## config.mk

```make
export PLATFORM = sky130hd
export DESIGN_NAME = stepper_pwm_drive
export DESIGN_NICKNAME = d
export VERILOG_FILES = /design/src/rtl/stepper_pwm_pkg.sv /design/src/rtl/stepper_pwm_ctrl.sv /design/src/rtl/stepper_pwm_datapath.sv /design/src/rtl/stepper_pwm_drive.sv
export SDC_FILE = /design/constraint.sdc
export NUM_CORES = 1
export LEC_CHECK = 0
export ABC_AREA = 0
export ABC_CLOCK_PERIOD_IN_PS = 4990
export BUFFER_PORTS_ARGS = -buffer_cell sky130_fd_sc_hd__buf_2
export CORE_UTILIZATION = 64
export DETAILED_ROUTE_END_ITERATION = 16
export GPL_TIMING_DRIVEN = 0
export HOLD_SLACK_MARGIN = 0.12
export PLACE_DENSITY = 0.8
export RECOVER_POWER = 25
export SYNTH_ARGS = -nofsm -noshare
export SYNTH_HDL_FRONTEND = slang
export SYNTH_SLANG_ARGS = --single-unit
```

## constraint.sdc

```tcl
create_clock -name clk -period 4.99 [get_ports clk]
set_input_delay 0 -clock clk [delete_from_list [all_inputs] [get_ports clk]]
set_output_delay 0 -clock clk [all_outputs]
set_load 0.005 [all_outputs]
```

## src/rtl/stepper_pwm_pkg.sv

```systemverilog
package stepper_pwm_pkg;

  typedef enum logic [1:0] {
    SEL_OFF   = 2'b00,
    SEL_PLUS  = 2'b01,
    SEL_MINUS = 2'b10,
    SEL_BRAKE = 2'b11
  } coilSel_e;

  typedef struct packed {
    logic run;
    logic tick;
  } pwmStrobe_t;

endpackage

```

## src/rtl/stepper_pwm_ctrl.sv

```systemverilog
module stepper_pwm_ctrl
  import stepper_pwm_pkg::*;
#(
  parameter int COILS     = 2,
  parameter int CNT_W     = 8,
  parameter int ADDR_W    = 3,
  parameter int DATA_W    = 8,
  parameter int RATE0_DIV = 1,
  parameter int RATE1_DIV = 2,
  parameter int RATE2_DIV = 4,
  parameter int RATE3_DIV = 16
) (
  input  logic                          clk,
  input  logic                          rst_n,
  input  logic                          wrEn,
  input  logic [ADDR_W-1:0]             wrAddr,
  input  logic [DATA_W-1:0]             wrData,
  output pwmStrobe_t                    strobe,
  output logic [COILS-1:0][CNT_W-1:0]   cmpShadow,
  output logic [COILS-1:0][1:0]         selShadow
);

  localparam int MAX_DIV = (RATE3_DIV > RATE2_DIV) ? RATE3_DIV : RATE2_DIV;
  localparam int PRE_W   = $clog2(MAX_DIV + 1);
  localparam logic [ADDR_W-1:0] CTRL_ADDR = '0;

  logic             runQ;
  logic [1:0]       rateQ;
  logic [PRE_W-1:0] preCnt;
  logic [PRE_W-1:0] divLast;
  logic             ctrlWrite;
  logic             tickNow;

  assign ctrlWrite = wrEn && (wrAddr == CTRL_ADDR);

  always_ff @(posedge clk or negedge rst_n) begin
    if (!rst_n) begin
      runQ      <= 1'b0;
      rateQ     <= 2'b00;
      cmpShadow <= '0;
      selShadow <= '0;
    end else if (wrEn) begin
      if (ctrlWrite) begin
        runQ  <= wrData[0];
        rateQ <= wrData[2:1];
      end
      for (int i = 0; i < COILS; i++) begin
        if (wrAddr == ADDR_W'(1 + i))
          cmpShadow[i] <= wrData[CNT_W-1:0];
        if (wrAddr == ADDR_W'(1 + COILS + i))
          selShadow[i] <= wrData[1:0];
      end
    end
  end

  always_comb begin
    case (rateQ)
      2'b00:   divLast = PRE_W'(RATE0_DIV - 1);
      2'b01:   divLast = PRE_W'(RATE1_DIV - 1);
      2'b10:   divLast = PRE_W'(RATE2_DIV - 1);
      default: divLast = PRE_W'(RATE3_DIV - 1);
    endcase
  end

  assign tickNow = runQ && (preCnt >= divLast);

  always_ff @(posedge clk or negedge rst_n) begin
    if (!rst_n)
      preCnt <= '0;
    else if (!runQ || tickNow || ctrlWrite)
      preCnt <= '0;
    else
      preCnt <= preCnt + 1'b1;
  end

  assign strobe.run  = runQ;
  assign strobe.tick = tickNow;

  // with any divided rate, two count steps are never back to back
  a_r7_tick_spacing: assert property (@(posedge clk) disable iff (!rst_n)
    (tickNow && rateQ != 2'b00 && !ctrlWrite) |=> !tickNow);

  // reset leaves the block switched off
  a_r1_off_after_reset: assert property (@(posedge clk) disable iff (!rst_n)
    $rose(rst_n) |-> !runQ);

endmodule

```

## src/rtl/stepper_pwm_datapath.sv

```systemverilog
module stepper_pwm_datapath
  import stepper_pwm_pkg::*;
#(
  parameter int COILS = 2,
  parameter int CNT_W = 8
) (
  input  logic                          clk,
  input  logic                          rst_n,
  input  pwmStrobe_t                    strobe,
  input  logic [COILS-1:0][CNT_W-1:0]   cmpShadow,
  input  logic [COILS-1:0][1:0]         selShadow,
  input  logic [2*COILS-1:0]            portBits,
  output logic [2*COILS-1:0]            coilOut
);

  localparam int OUT_W = 2 * COILS;
  localparam logic [CNT_W-1:0] CNT_MAX = {CNT_W{1'b1}};

  logic [CNT_W-1:0]             cnt;
  logic [COILS-1:0][CNT_W-1:0]  cmpWork;
  logic [COILS-1:0][1:0]        selWork;
  logic [OUT_W-1:0]             pwmNext;
  logic [OUT_W-1:0]             outQ;
  logic                         wrap;

  assign wrap = strobe.run && strobe.tick && (cnt == CNT_MAX);

  always_ff @(posedge clk or negedge rst_n) begin
    if (!rst_n) begin
      cnt     <= '0;
      cmpWork <= '0;
      selWork <= '0;
      outQ    <= '0;
    end else if (!strobe.run) begin
      cnt     <= '0;
      cmpWork <= cmpShadow;
      selWork <= selShadow;
      outQ    <= portBits;
    end else begin
      if (strobe.tick) cnt <= cnt + 1'b1;
      if (wrap) begin
        cmpWork <= cmpShadow;
        selWork <= selShadow;
      end
      outQ <= pwmNext;
    end
  end

  for (genvar i = 0; i < COILS; i++) begin : g_coil
    logic       active;
    logic [1:0] pairNext;

    assign active = cnt < cmpWork[i];

    always_comb begin
      case (coilSel_e'(selWork[i]))
        SEL_PLUS:  pairNext = {1'b0, active};
        SEL_MINUS: pairNext = {active, 1'b0};
        SEL_BRAKE: pairNext = 2'b11;
        default:   pairNext = 2'b00;
      endcase
    end

    assign pwmNext[2*i +: 2] = pairNext;

    // a pair is doubly high only under the brake code
    a_r9_no_dual_pwm: assert property (@(posedge clk) disable iff (!rst_n)
      (strobe.run && selWork[i] != SEL_BRAKE) |=> !(outQ[2*i] && outQ[2*i+1]));
  end

  assign coilOut = outQ;

  // switched off, the outputs follow the port bits one clock later
  a_r2_fallback: assert property (@(posedge clk) disable iff (!rst_n)
    !strobe.run |=> (outQ == $past(portBits)));

  // each count step advances the shared counter by one
  a_r3_count_step: assert property (@(posedge clk) disable iff (!rst_n)
    (strobe.run && strobe.tick) |=> (cnt == CNT_W'($past(cnt) + 1'b1)));

  // working values stay put between wraps
  a_r8_hold_midperiod: assert property (@(posedge clk) disable iff (!rst_n)
    (strobe.run && !wrap) |=> ($stable(cmpWork) && $stable(selWork)));

endmodule

```

## src/rtl/stepper_pwm_drive.sv

```systemverilog
module stepper_pwm_drive
  import stepper_pwm_pkg::*;
#(
  parameter int COILS     = 2,
  parameter int CNT_W     = 8,
  parameter int ADDR_W    = 3,
  parameter int DATA_W    = 8,
  parameter int RATE0_DIV = 1,
  parameter int RATE1_DIV = 2,
  parameter int RATE2_DIV = 4,
  parameter int RATE3_DIV = 16
) (
  input  logic              clk,
  input  logic              rst_n,
  input  logic              wrEn,
  input  logic [ADDR_W-1:0] wrAddr,
  input  logic [DATA_W-1:0] wrData,
  input  logic [3:0]        portBits,
  output logic [3:0]        coilOut
);

  localparam int OUT_W = 2 * COILS;

  pwmStrobe_t                  strobe;
  logic [COILS-1:0][CNT_W-1:0] cmpShadow;
  logic [COILS-1:0][1:0]       selShadow;
  logic [OUT_W-1:0]            dpOut;

  stepper_pwm_ctrl #(
    .COILS(COILS), .CNT_W(CNT_W), .ADDR_W(ADDR_W), .DATA_W(DATA_W),
    .RATE0_DIV(RATE0_DIV), .RATE1_DIV(RATE1_DIV),
    .RATE2_DIV(RATE2_DIV), .RATE3_DIV(RATE3_DIV)
  ) u_ctrl (
    .clk(clk), .rst_n(rst_n), .wrEn(wrEn), .wrAddr(wrAddr), .wrData(wrData),
    .strobe(strobe), .cmpShadow(cmpShadow), .selShadow(selShadow)
  );

  stepper_pwm_datapath #(
    .COILS(COILS), .CNT_W(CNT_W)
  ) u_dp (
    .clk(clk), .rst_n(rst_n), .strobe(strobe),
    .cmpShadow(cmpShadow), .selShadow(selShadow),
    .portBits(OUT_W'(portBits)), .coilOut(dpOut)
  );

  assign coilOut = 4'(dpOut);

endmodule

```

==> metrics.txt, run 1 <==
# TYPE chip_impl_metric gauge
chip_impl_info{name="status",value="finished clean"} 1
chip_impl_metric{name="p_sw",unit="mW"} 0.4298
chip_impl_info{name="timing_worst_setup_path_type",value="reg -> reg"} 1
chip_impl_metric{name="p_clk_share",unit="%"} 31.7
chip_impl_info{name="worst_r2r_startpoint",value="u_ctrl.rateQ[0]"} 1
chip_impl_metric{name="initial_core_util",unit="%"} 67.26
chip_impl_metric{name="clock_path_buffers",unit=""} 2
chip_impl_metric{name="cpPeakStageDelay",unit="ns"} 0.39
chip_impl_metric{name="post_cts.repair.setup_buffers",unit=""} 0
chip_impl_metric{name="yosys_warnings",unit=""} 0
chip_impl_metric{name="dr_total_vias",unit=""} 1912
chip_impl_metric{name="finalCoreUtilization",unit="%"} 80.10
chip_impl_metric{name="diodes_inserted",unit=""} 0
chip_impl_metric{name="period_share",unit="%"} 45.56
chip_impl_metric{name="setup_tns",unit="ns"} 0
chip_impl_metric{name="post-dp-hpwl",unit="um"} 3751
chip_impl_metric{name="finalMaxSlewViolations",unit=""} 0
chip_impl_metric{name="postCtsResizedCells",unit=""} 0
chip_impl_metric{name="multiInputGateArea",unit="um^2"} 1359
chip_impl_metric{name="clk_latency",unit="ns"} 0.35
chip_impl_metric{name="fp.dieArea",unit="um^2"} 4915
chip_impl_metric{name="final-seq-area",unit="um^2"} 1501
chip_impl_metric{name="synth_cells",unit=""} 242
chip_impl_info{name="rsz0062_at_grt",value="false"} 1
chip_impl_metric{name="finish.net_count",unit=""} 329
chip_impl_metric{name="static-leakage-power",unit="nW"} 1.766
chip_impl_metric{name="filler_cell_count",unit=""} 264
chip_impl_metric{name="cellInternalPower",unit="mW"} 1.115
chip_impl_metric{name="synth_cell_type_count",unit=""} 33
chip_impl_metric{name="timing.final.hold_violations",unit=""} 0
chip_impl_metric{name="synth_top_area_share",unit="%"} 50.57
chip_impl_metric{name="antenna_violating_nets_post_route",unit=""} 0
chip_impl_metric{name="route.final.wire_length",unit="um"} 5764
chip_impl_metric{name="num_rows",unit=""} 24
chip_impl_metric{name="fp.coreArea",unit="um^2"} 4414
chip_impl_metric{name="synthArstFlopShare",unit="%"} 100.0
chip_impl_metric{name="count_of_input_and_output_buffers",unit=""} 21
chip_impl_metric{name="synth_edf_count",unit=""} 0
chip_impl_metric{name="die_h",unit="um"} 70.11
chip_impl_metric{name="synth_area_per_inst",unit="um^2"} 12.27
chip_impl_metric{name="crit_required",unit="ns"} 5.22
chip_impl_metric{name="dr.first_iter.drc_count",unit=""} 77
chip_impl_metric{name="post-route-cell-area",unit="um^2"} 3536
chip_impl_metric{name="placedCellCount",unit=""} 315
chip_impl_info{name="cts_tree",value="yes"} 1
chip_impl_info{name="hp-class",value="in -> async"} 1
chip_impl_metric{name="power.share.sequential",unit="%"} 44.1
chip_impl_metric{name="switching_share",unit="%"} 27.83
chip_impl_metric{name="fin_skew",unit="ns"} 0.01079
chip_impl_metric{name="routed_wire_length_per_instance",unit="um"} 16.61
chip_impl_metric{name="top_ports",unit=""} 22
chip_impl_metric{name="fmax",unit="GHz"} 0.4399
chip_impl_metric{name="max-cap-violations",unit=""} 0
chip_impl_info{name="most-common-layout-cells",value="60 x dfrtp_1, 21 x inv_1, 21 x mux2_2"} 1
chip_impl_metric{name="grt_overflow",unit=""} 0
chip_impl_metric{name="grt_start_max_net_pins",unit=""} 61
chip_impl_metric{name="clkSlewWorstSetupHoldPaths",unit="ns"} 0.07
chip_impl_info{name="synth_top_area_cell",value="dfrtp_1"} 1
chip_impl_metric{name="tritoncts_num_sinks",unit=""} 60
chip_impl_metric{name="groute.usage.overall",unit="%"} 26.83
chip_impl_metric{name="cts_inserted_buffers",unit=""} 9
chip_impl_metric{name="setup_viol",unit=""} 0
chip_impl_metric{name="min_clock_period_post_route",unit="ns"} 2.273
chip_impl_metric{name="synth_nets",unit=""} 280
chip_impl_metric{name="cts-htree-levels",unit=""} 3
chip_impl_metric{name="max-vdd-ir-drop",unit="uV"} 366.8
chip_impl_info{name="setup.worst_path.start_class",value="flop"} 1
chip_impl_metric{name="power.share.combinational",unit="%"} 24.2
chip_impl_metric{name="synth-seq-cells",unit=""} 60
chip_impl_metric{name="totalPowerFinal",unit="mW"} 1.544
chip_impl_metric{name="layoutNonFillerInstCount",unit=""} 347
chip_impl_info{name="worst_path_max_delay_cell",value="dfrtp_1"} 1
chip_impl_metric{name="grt_pass1_wl",unit="um"} 9618
chip_impl_metric{name="power_density",unit="nW/um^2"} 436.8
chip_impl_info{name="critical_path.endpoint_type",value="flop"} 1
chip_impl_info{name="post_synth_main_area_contributors",value="dfrtp_1 51%, mux2_4 10%, ha_1 8.4%, mux2_2 8.0%, inv_1 2.7%"} 1
chip_impl_metric{name="syn-cell-area",unit="um^2"} 2969
chip_impl_info{name="clock_tree.root_cell",value="clkbuf_8"} 1
chip_impl_metric{name="grt_pass1_vias",unit=""} 2048
chip_impl_metric{name="r2r_cells",unit=""} 8
chip_impl_metric{name="vias_per_cell",unit=""} 5.510
chip_impl_metric{name="detailed_place.area",unit="um^2"} 3139
chip_impl_metric{name="critical_path_peak_fanout",unit=""} 10
chip_impl_metric{name="firstDrtPassIters",unit=""} 4
chip_impl_metric{name="finalWeightedCongestion",unit=""} 0.8641
chip_impl_metric{name="die-width",unit="um"} 70.11
chip_impl_metric{name="critical_path_arrival",unit="ns"} 2.50
chip_impl_metric{name="flow.area_growth_from_synthesis",unit="%"} 19.09
chip_impl_metric{name="yosysSeqAreaShare",unit="%"} 50.57
chip_impl_info{name="most_frequent_standard_cell_in_the_layout_excluding_fill_and_tap_cells",value="dfrtp_1"} 1
chip_impl_metric{name="tightest_slew",unit="ns"} 0.9162
chip_impl_info{name="ys.flop_type",value="dfrtp_1"} 1
chip_impl_metric{name="relSlewSlack",unit="%"} 38.69
chip_impl_metric{name="antenna_violations_before_repair",unit=""} 0
chip_impl_info{name="timing.critical_path.from",value="u_ctrl.rateQ[0]"} 1
chip_impl_info{name="cell_chain_critical_path",value="or2_2, ha_1, or2b_2, a21oi_2, a21o_4, o21ai_2, buf_6, mux2_4"} 1
chip_impl_metric{name="post_route_cells_drive_above_1_share",unit="%"} 29.15
chip_impl_metric{name="post-route-drc-count",unit=""} 0
==> power by group through the flow <==
stage | Sequential, mW | Combinational, mW | Clock, mW
after global placement | 0.679 | 0.348 | 0
after global routing | 0.692 | 0.416 | 0.518
final | 0.681 | 0.374 | 0.490
after CTS | 0.680 | 0.376 | 0.499
after floorplan | 0.659 | 0.287 | 0
after detailed placement | 0.687 | 0.363 | 0
==> critical path, delay by kind of cell, from the launching register on <==
kind	cells	cell delay, ns
buffers and inverters	1	0.19
adders and majority gates	1	0.27
DFF	1	0.39
AOI/OAI and AO/OA	3	0.39
and+or+nand+nor	2	0.60
muxes	1	0.31
==> final timing paths <==
path,endpoint,slack [ns]
max in group asynchronous,u_ctrl.cmpShadow[13],4.24
max reg2reg,u_dp.cmpWork[0],2.72
max,u_dp.cmpWork[0],2.72
min reg2reg,u_ctrl.preCnt[0],0.50
min in group clk,u_ctrl.cmpShadow[14],0.44
min,u_ctrl.preCnt[2],0.25
==> synth_stat cells (2+ instances only) <==
cell,count
inv_1,21
mux2i_1,7
a41oi_1,2
or2_2,2
dfrtp_1,60
xnor2_1,2
mux2_4,20
nor2b_1,4
a21oi_1,5
xor2_1,2
o211ai_1,4
nand2_1,18
nand2b_1,7
o21ai_0,10
buf_6,2
nand4_1,4
clkbuf_1,2
a211oi_1,2
mux2_2,21
ha_1,20
nand3_1,4
nor2_1,12
==> kinds of logic (layout without fill, tap and decap cells) <==
kind of cell    after synthesis  in the layout  synth area share, %
flops                        60             60                50.57
simple gates                 59             59                9.987
fa+ha+maj                    20             20                8.428
buf+inv                      25             78                3.666
xor+xnor                      4              4                1.180
compound gates               26             26                5.731
mux                          48             48                20.44
==> metrics by stage <==
step	hold slack [ns]	worst slack, ns
3_3_place_gp	0.2425	2.783
6_report	0.2533	2.717
5_1_grt	0.3303	2.662
3_5_place_dp	0.2450	2.743
2_1_floorplan	-0.2956	2.870
4_1_cts	0.4250	2.725
==> timing repair <==
item,4_1_cts,5_1_grt
endpoints found under the hold margin,87,0
endpoints found under the setup margin,0,0
hold buffers,17,0
==> state kept, by name (all words and copies together) (netlist names) <==
signal,cells
u_ctrl.rateQ,2
u_dp.coilOut,4
u_dp.cmpWork,16
u_ctrl.runQ,1
u_ctrl.selShadow,4
u_dp.cnt,8
u_dp.selWork,4
u_ctrl.preCnt,5
u_ctrl.cmpShadow,16
==> routing by layer <==
layer  GRT usage (%)  part of all wire (%)  vias to the layer above
met5               0                     0                        -
met4           9.556                   1.2                        0
met3           10.10                   4.3                        8
met2           45.19                    51                       32
met1           31.34                    44                      944
li1                -                     -                      928
==> final cells by class <==
class                           count  area share (%)
Buffer                              4          0.8493
Clock buffer                       11           4.282
Clock inverter                      4           2.052
Inverter                           21           2.229
Multi-Input combinational cell    157           38.43
Sequential cell                    60           42.46
Tap cell                           52           1.840
Timing Repair Buffer               38           7.856
Power figures use the tool's default switching activity.
==> inputs of run 2 (changes only) <==
- ABC_CLOCK_PERIOD_IN_PS: 4990 -> 1850
- CORE_UTILIZATION: 64 -> 54
- PLACE_DENSITY: 0.8 -> 0.72
- clock period: 4.99 -> 1.85 ns (I/O delays scaled with it)
==> run 2 against run 1 <==
The flow now finishes with violations (setup timing). Combinational power rose to 3.2 times the previous value. Global-route usage decreased by 5.0 points. Core utilization shrank 9.4 points. Maximum frequency rose by 8.2%. Largest cell class unchanged. Largest power group unchanged.
==> metrics.txt, run 2 (synthesized netlist as in run 1, its figures left out) <==
# TYPE chip_impl_metric gauge
chip_impl_info{name="critical_path.endpoint_type",value="flop"} 1
chip_impl_metric{name="die-width",unit="um"} 76.15
chip_impl_metric{name="antenna_violations_before_repair",unit=""} 0
chip_impl_metric{name="crit_required",unit="ns"} 2.07
chip_impl_metric{name="max-cap-violations",unit=""} 0
chip_impl_metric{name="flow.area_growth_from_synthesis",unit="%"} 23.89
chip_impl_info{name="cell_chain_critical_path",value="or2_4, ha_4, or2b_4, a21oi_4, a21o_4, o21ai_4, buf_12, mux2_4"} 1
chip_impl_info{name="clock_tree.root_cell",value="clkbuf_8"} 1
chip_impl_metric{name="layoutNonFillerInstCount",unit=""} 369
chip_impl_metric{name="static-leakage-power",unit="nW"} 1.793
chip_impl_info{name="timing.critical_path.from",value="u_ctrl.rateQ[0]"} 1
chip_impl_metric{name="count_of_input_and_output_buffers",unit=""} 21
chip_impl_metric{name="placedCellCount",unit=""} 333
chip_impl_metric{name="cts-htree-levels",unit=""} 3
chip_impl_metric{name="fp.dieArea",unit="um^2"} 5799
chip_impl_metric{name="power_density",unit="nW/um^2"} 1157
chip_impl_metric{name="finalWeightedCongestion",unit=""} 0.8426
chip_impl_metric{name="pnr_worst_setup_slack",unit="ns"} -0.2503
chip_impl_metric{name="finalMaxSlewViolations",unit=""} 0
chip_impl_metric{name="clkSlewWorstSetupHoldPaths",unit="ns"} 0.06
chip_impl_metric{name="dr.first_iter.drc_count",unit=""} 153
chip_impl_metric{name="num_rows",unit=""} 26
chip_impl_metric{name="max-vdd-ir-drop",unit="uV"} 700.5
chip_impl_info{name="timing_worst_setup_path_type",value="reg -> reg"} 1
chip_impl_metric{name="initial_core_util",unit="%"} 57.04
chip_impl_info{name="timing.rr.end",value="u_dp.cmpWork[11]"} 1
chip_impl_metric{name="clk_latency",unit="ns"} 0.34
chip_impl_info{name="status",value="finished with violations"} 1
chip_impl_metric{name="fmax",unit="GHz"} 0.4761
chip_impl_metric{name="hold_slack",unit="ns"} 0.4340
chip_impl_metric{name="fin_skew",unit="ns"} 0.007755
chip_impl_metric{name="min_clock_period_post_route",unit="ns"} 2.100
chip_impl_metric{name="grt_overflow",unit=""} 0
chip_impl_info{name="worst_r2r_startpoint",value="u_ctrl.rateQ[0]"} 1
chip_impl_metric{name="post_route_cells_drive_above_1_share",unit="%"} 34.11
chip_impl_info{name="most_frequent_standard_cell_in_the_layout_excluding_fill_and_tap_cells",value="dfrtp_1"} 1
chip_impl_info{name="top_regs",value="u_ctrl.cmpShadow x16, u_dp.cmpWork x16, u_dp.cnt x8"} 1
chip_impl_metric{name="timing.final.hold_violations",unit=""} 0
chip_impl_info{name="worst_path_max_delay_cell",value="dfrtp_1"} 1
chip_impl_metric{name="post-dp-hpwl",unit="um"} 3758
chip_impl_metric{name="critical_path_peak_fanout",unit=""} 10
chip_impl_metric{name="cpPeakStageDelay",unit="ns"} 0.40
chip_impl_info{name="violations",value="setup timing"} 1
chip_impl_metric{name="r2r_slack",unit="ns"} -0.25
chip_impl_info{name="rsz0062_at_grt",value="true"} 1
chip_impl_metric{name="preCtsSetupSlack",unit="ns"} -0.2478
chip_impl_info{name="crit_end",value="u_dp.cmpWork[11]"} 1
chip_impl_metric{name="tritoncts_num_sinks",unit=""} 60
chip_impl_metric{name="r2r_cells",unit=""} 8
chip_impl_metric{name="tightest_slew",unit="ns"} 1.432
chip_impl_metric{name="grt_start_max_net_pins",unit=""} 61
chip_impl_metric{name="grt_pass1_wl",unit="um"} 9515
chip_impl_info{name="setup.worst_path.start_class",value="flop"} 1
chip_impl_info{name="most-common-layout-cells",value="60 x dfrtp_1, 21 x mux2_2, 20 x inv_1, 20 x mux2_4, 20 x buf_2"} 1
chip_impl_metric{name="period_share",unit="%"} 113.5
chip_impl_metric{name="route.final.wire_length",unit="um"} 5693
chip_impl_metric{name="filler_cell_count",unit=""} 377
chip_impl_metric{name="cts_inserted_buffers",unit=""} 9
chip_impl_metric{name="die_h",unit="um"} 76.15
chip_impl_metric{name="post-route-drc-count",unit=""} 0
chip_impl_info{name="hold_path.startpoint",value="wrData[5]"} 1
chip_impl_metric{name="top_ports",unit=""} 22
chip_impl_metric{name="finish.net_count",unit=""} 333
chip_impl_info{name="cts_tree",value="yes"} 1
chip_impl_metric{name="relSlewSlack",unit="%"} 4.550
chip_impl_metric{name="critical_path_arrival",unit="ns"} 2.32
chip_impl_metric{name="totalPowerFinal",unit="mW"} 4.258
chip_impl_metric{name="setup_viol",unit=""} 33
chip_impl_metric{name="firstDrtPassIters",unit=""} 4
chip_impl_metric{name="vias_per_cell",unit=""} 5.266
chip_impl_metric{name="dr_total_vias",unit=""} 1943
chip_impl_metric{name="clock_path_buffers",unit=""} 2
chip_impl_metric{name="groute.usage.overall",unit="%"} 21.78
chip_impl_metric{name="diodes_inserted",unit=""} 0
chip_impl_metric{name="routed_wire_length_per_instance",unit="um"} 15.43
chip_impl_metric{name="antenna_violating_nets_post_route",unit=""} 0
chip_impl_metric{name="grt_pass1_vias",unit=""} 1990
chip_impl_metric{name="fp.coreArea",unit="um^2"} 5205
chip_impl_info{name="hp-class",value="in -> reg"} 1
## run 2: changes by cell type in the layout (fill, tap and decap cells not counted), sizes merged
cell | previous run | this run
clkbuf | 13 | 17
buf | 23 | 26
bufinv | 2 | 1
clkinv | 1 | 0
clkinvlp | 1 | 0
## run 2: critical path: cells and delay by family, from the launching register on
family | cells | cell delay (ns)
flops | 1 | 0.40
mux | 1 | 0.31
buf+inv | 1 | 0.19
fa+ha+maj | 1 | 0.26
simple gates | 2 | 0.37
compound gates | 3 | 0.44
## run 2: how the worst min path moves through the flow
stage	endpoint	slack [ns]	cells after the start
after global placement	u_ctrl.cmpShadow[4]	0.25	2
after detailed placement	u_ctrl.cmpShadow[13]	0.25	2
after CTS	u_ctrl.cmpShadow[13]	0.42	3
final	u_ctrl.cmpShadow[13]	0.43	3
after floorplan	u_ctrl.cmpShadow[0]	-0.30	0
after global routing	u_ctrl.cmpShadow[11]	0.44	3
## run 2: what timing repair did
| action | 4_1_cts | 5_1_grt |
|---|---|---|
| endpoints found under the setup margin | 31 | 39 |
| hold buffers | 17 | 0 |
| pin swaps | 2 | 3 |
| endpoints found under the hold margin | 87 | 0 |
| resized for setup | 9 | 10 |
| buffers inserted | 3 | 1 |
## run 2: power by group
group          internal [mW]  total [mW]  switching, mW  leakage [nW]
clock network          0.726        1.21          0.485         0.103
registers               1.62        1.84          0.220         0.745
logic                  0.700        1.21          0.508         0.944
## run 2: metal layers
layer / wire length (um) / part of all wire, % / vias up / global-route usage, %
li1: - / - / 942 / -
met1: 2626 / 46 / 965 / 28.04
met2: 2811 / 49 / 27 / 34.64
met3: 168 / 3.0 / 9 / 6.108
met4: 87 / 1.5 / 0 / 9.231
met5: 0 / 0 / - / 0
## run 2: cell type report
class	instances	area (um^2)	share of cell area, %
Timing Repair Buffer	42	309.0	8.401
Inverter	21	78.83	2.143
Multi-Input combinational cell	157	1451	39.46
Clock buffer	14	172.7	4.694
Sequential cell	60	1501	40.82
Clock inverter	1	30.03	0.8163
Tap cell	70	87.58	2.381
Buffer	4	47.55	1.293
## run 2: per-stage QoR
stage	setup TNS, ns	util, %	area (um^2)
final	-5.800	70.67	3679
after global routing	-7.848	70.67	3679
after CTS	-5.261	69.54	3620
after detailed placement	-5.981	61.37	3194
after global placement	-5.236	61.37	3194
after floorplan	-2.071	-	3002
==> inputs of run 3 (changes only) <==
- CORE_MARGIN: not set -> 5
==> run 3 against run 2 <==
The flow still finishes with violations (setup timing). Via count fell by 0.15%. Total power up 2.6%. Die area increased by 22%. Cell count grew 0.54%. Wire length decreased by 1.1%. Sequential share of layout area is 0.055 points lower. Largest power group unchanged. Highest routed layer unchanged.
==> metrics.txt, run 3 (synthesized netlist as in run 1, its figures left out) <==
# TYPE chip_impl_metric gauge
chip_impl_info{name="status",value="finished with violations"} 1
chip_impl_info{name="violations",value="setup timing"} 1
chip_impl_metric{name="tritoncts_num_sinks",unit=""} 60
chip_impl_metric{name="initial_core_util",unit="%"} 54.59
chip_impl_metric{name="tightest_slew",unit="ns"} 1.430
chip_impl_metric{name="timing.final.hold_violations",unit=""} 0
chip_impl_metric{name="power_density",unit="nW/um^2"} 1186
chip_impl_metric{name="diodes_inserted",unit=""} 0
chip_impl_info{name="cell_chain_critical_path",value="or2_4, ha_4, or2b_4, a21oi_4, a21o_4, o21ai_4, buf_8, mux2_4"} 1
chip_impl_metric{name="vias_per_cell",unit=""} 5.229
chip_impl_info{name="setup.worst_path.start_class",value="flop"} 1
chip_impl_metric{name="crit_required",unit="ns"} 2.07
chip_impl_metric{name="finalWeightedCongestion",unit=""} 0.7756
chip_impl_metric{name="count_of_input_and_output_buffers",unit=""} 21
chip_impl_info{name="top_regs",value="u_ctrl.cmpShadow x16, u_dp.cmpWork x16, u_dp.cnt x8"} 1
chip_impl_metric{name="finalMaxSlewViolations",unit=""} 0
chip_impl_metric{name="clock_path_buffers",unit=""} 2
chip_impl_metric{name="placedCellCount",unit=""} 335
chip_impl_metric{name="clkSlewWorstSetupHoldPaths",unit="ns"} 0.07
chip_impl_metric{name="dr.first_iter.drc_count",unit=""} 78
chip_impl_metric{name="cts_inserted_buffers",unit=""} 9
chip_impl_metric{name="fmax",unit="GHz"} 0.4736
chip_impl_metric{name="r2r_slack",unit="ns"} -0.26
chip_impl_metric{name="filler_cell_count",unit=""} 414
chip_impl_metric{name="relSlewSlack",unit="%"} 4.642
chip_impl_info{name="hp-class",value="in -> reg"} 1
chip_impl_metric{name="firstDrtPassIters",unit=""} 4
chip_impl_metric{name="finalCoreUtilization",unit="%"} 67.72
chip_impl_metric{name="layoutNonFillerInstCount",unit=""} 371
chip_impl_metric{name="preCtsSetupSlack",unit="ns"} -0.2572
chip_impl_metric{name="critical_path_peak_fanout",unit=""} 10
chip_impl_info{name="cts_tree",value="yes"} 1
chip_impl_info{name="worst_path_dominant_cell_family",value="compound AO/OA/AOI/OAI gates"} 1
chip_impl_metric{name="fp.dieArea",unit="um^2"} 7081
chip_impl_metric{name="grt_start_max_net_pins",unit=""} 61
chip_impl_metric{name="die_h",unit="um"} 84.15
chip_impl_metric{name="dr_total_vias",unit=""} 1940
chip_impl_metric{name="top_ports",unit=""} 22
chip_impl_metric{name="critical_path_arrival",unit="ns"} 2.33
chip_impl_metric{name="post-route-drc-count",unit=""} 0
chip_impl_metric{name="flow.area_growth_from_synthesis",unit="%"} 24.06
chip_impl_metric{name="min_clock_period_post_route",unit="ns"} 2.112
chip_impl_metric{name="antenna_violations_before_repair",unit=""} 0
chip_impl_info{name="most_frequent_standard_cell_in_the_layout_excluding_fill_and_tap_cells",value="dfrtp_1"} 1
chip_impl_metric{name="routed_wire_length_per_instance",unit="um"} 15.17
chip_impl_info{name="rsz0062_at_grt",value="true"} 1
chip_impl_metric{name="finish.net_count",unit=""} 332
chip_impl_metric{name="static-leakage-power",unit="nW"} 1.788
chip_impl_metric{name="grt_overflow",unit=""} 0
chip_impl_metric{name="pnr_worst_setup_slack",unit="ns"} -0.2617
chip_impl_metric{name="max-cap-violations",unit=""} 0
chip_impl_metric{name="grt_pass1_vias",unit=""} 2126
chip_impl_metric{name="cts-htree-levels",unit=""} 3
chip_impl_metric{name="antenna_violating_nets_post_route",unit=""} 0
chip_impl_metric{name="route.final.wire_length",unit="um"} 5628
chip_impl_metric{name="fin_skew",unit="ns"} 0.009272
chip_impl_info{name="most-common-layout-cells",value="60 x dfrtp_1, 21 x inv_1, 21 x mux2_2"} 1
chip_impl_metric{name="period_share",unit="%"} 114.1
chip_impl_metric{name="cpPeakStageDelay",unit="ns"} 0.39
chip_impl_info{name="critical_path.endpoint_type",value="flop"} 1
chip_impl_metric{name="fp.coreArea",unit="um^2"} 5439
chip_impl_metric{name="die-width",unit="um"} 84.15
chip_impl_metric{name="groute.usage.overall",unit="%"} 18.30
chip_impl_info{name="clock_tree.root_cell",value="clkbuf_8"} 1
chip_impl_metric{name="cp.buffers_inverters",unit=""} 1
chip_impl_metric{name="post_route_cells_drive_above_1_share",unit="%"} 34.11
chip_impl_metric{name="max-vdd-ir-drop",unit="uV"} 727.6
chip_impl_metric{name="post-dp-hpwl",unit="um"} 3829
chip_impl_metric{name="grt_pass1_wl",unit="um"} 10130
chip_impl_info{name="worst_path_max_delay_cell",value="dfrtp_1"} 1
chip_impl_info{name="timing_worst_setup_path_type",value="reg -> reg"} 1
chip_impl_metric{name="setup_viol",unit=""} 31
chip_impl_metric{name="clk_latency",unit="ns"} 0.34
chip_impl_metric{name="num_rows",unit=""} 27
[run 3: repair_timing]
item | in CTS | in global routing
setup endpoints to repair | 33 | 52
resized for setup | 7 | 8
endpoints found under the hold margin | 87 | 0
buffers inserted | 3 | 0
pin swaps | 1 | 2
hold buffers | 17 | 0
[run 3: worst paths after layout]
| check | startpoint | end | cells past startpoint |
|---|---|---|---|
| min reg2reg | u_ctrl.preCnt[0] | u_ctrl.preCnt[0] | 1 |
| max in group asynchronous | rst_n | u_dp.cmpWork[11] | 2 |
| min | wrData[5] | u_ctrl.cmpShadow[5] | 3 |
| max | u_ctrl.rateQ[0] | u_dp.cmpWork[1] | 8 |
| min in group asynchronous | rst_n | u_ctrl.preCnt[2] | 2 |
| max reg2reg | u_ctrl.rateQ[0] | u_dp.cmpWork[1] | 8 |
[run 3: power by group]
part           internal [mW]  switching, mW  leakage [nW]
logic                  0.666          0.498         0.927
registers               1.62          0.209         0.745
clock network          0.870          0.510         0.116
total                   3.15           1.22          1.79
[run 3: worst register-to-register path: cells and delay by family, from the launching register on]
kind	cells	cell delay, ns
flops	1	0.39
simple gates	2	0.37
fa+ha+maj	1	0.26
compound gates	3	0.44
mux	1	0.32
buf+inv	1	0.20
[run 3: per-layer routing]
layer  up-vias  track usage [%]  routed length [um]
met3        16            3.533                 231
met5         -                0                   0
li1        946                -                   -
met2        40            28.84                2731
met4         0            9.942                 172
met1       938            23.82                2493
[run 3: per-stage QoR]
stage          setup TNS [ns]  area [um^2]  hold slack (ns)  power, mW
3_3_place_gp           -5.106         3197           0.2457      2.815
3_5_place_dp           -6.442         3197           0.2504      2.872
6_report               -5.687         3684           0.4369      4.370
4_1_cts                -5.420         3656           0.4253      4.372
5_1_grt                -8.230         3684           0.4359      4.629
2_1_floorplan          -2.071         3002          -0.2956      2.583
[run 3: cell type report]
type / instances / area, um^2 / share of cell area [%]
buffer: 4 / 42.54 / 1.155
clock buffer: 13 / 168.9 / 4.586
clock inverter: 3 / 67.56 / 1.834
inverter: 21 / 78.83 / 2.140
multi-input combinational: 157 / 1436 / 38.99
sequential: 60 / 1501 / 40.76
tap: 72 / 90.09 / 2.446
timing repair buffer: 41 / 297.8 / 8.084
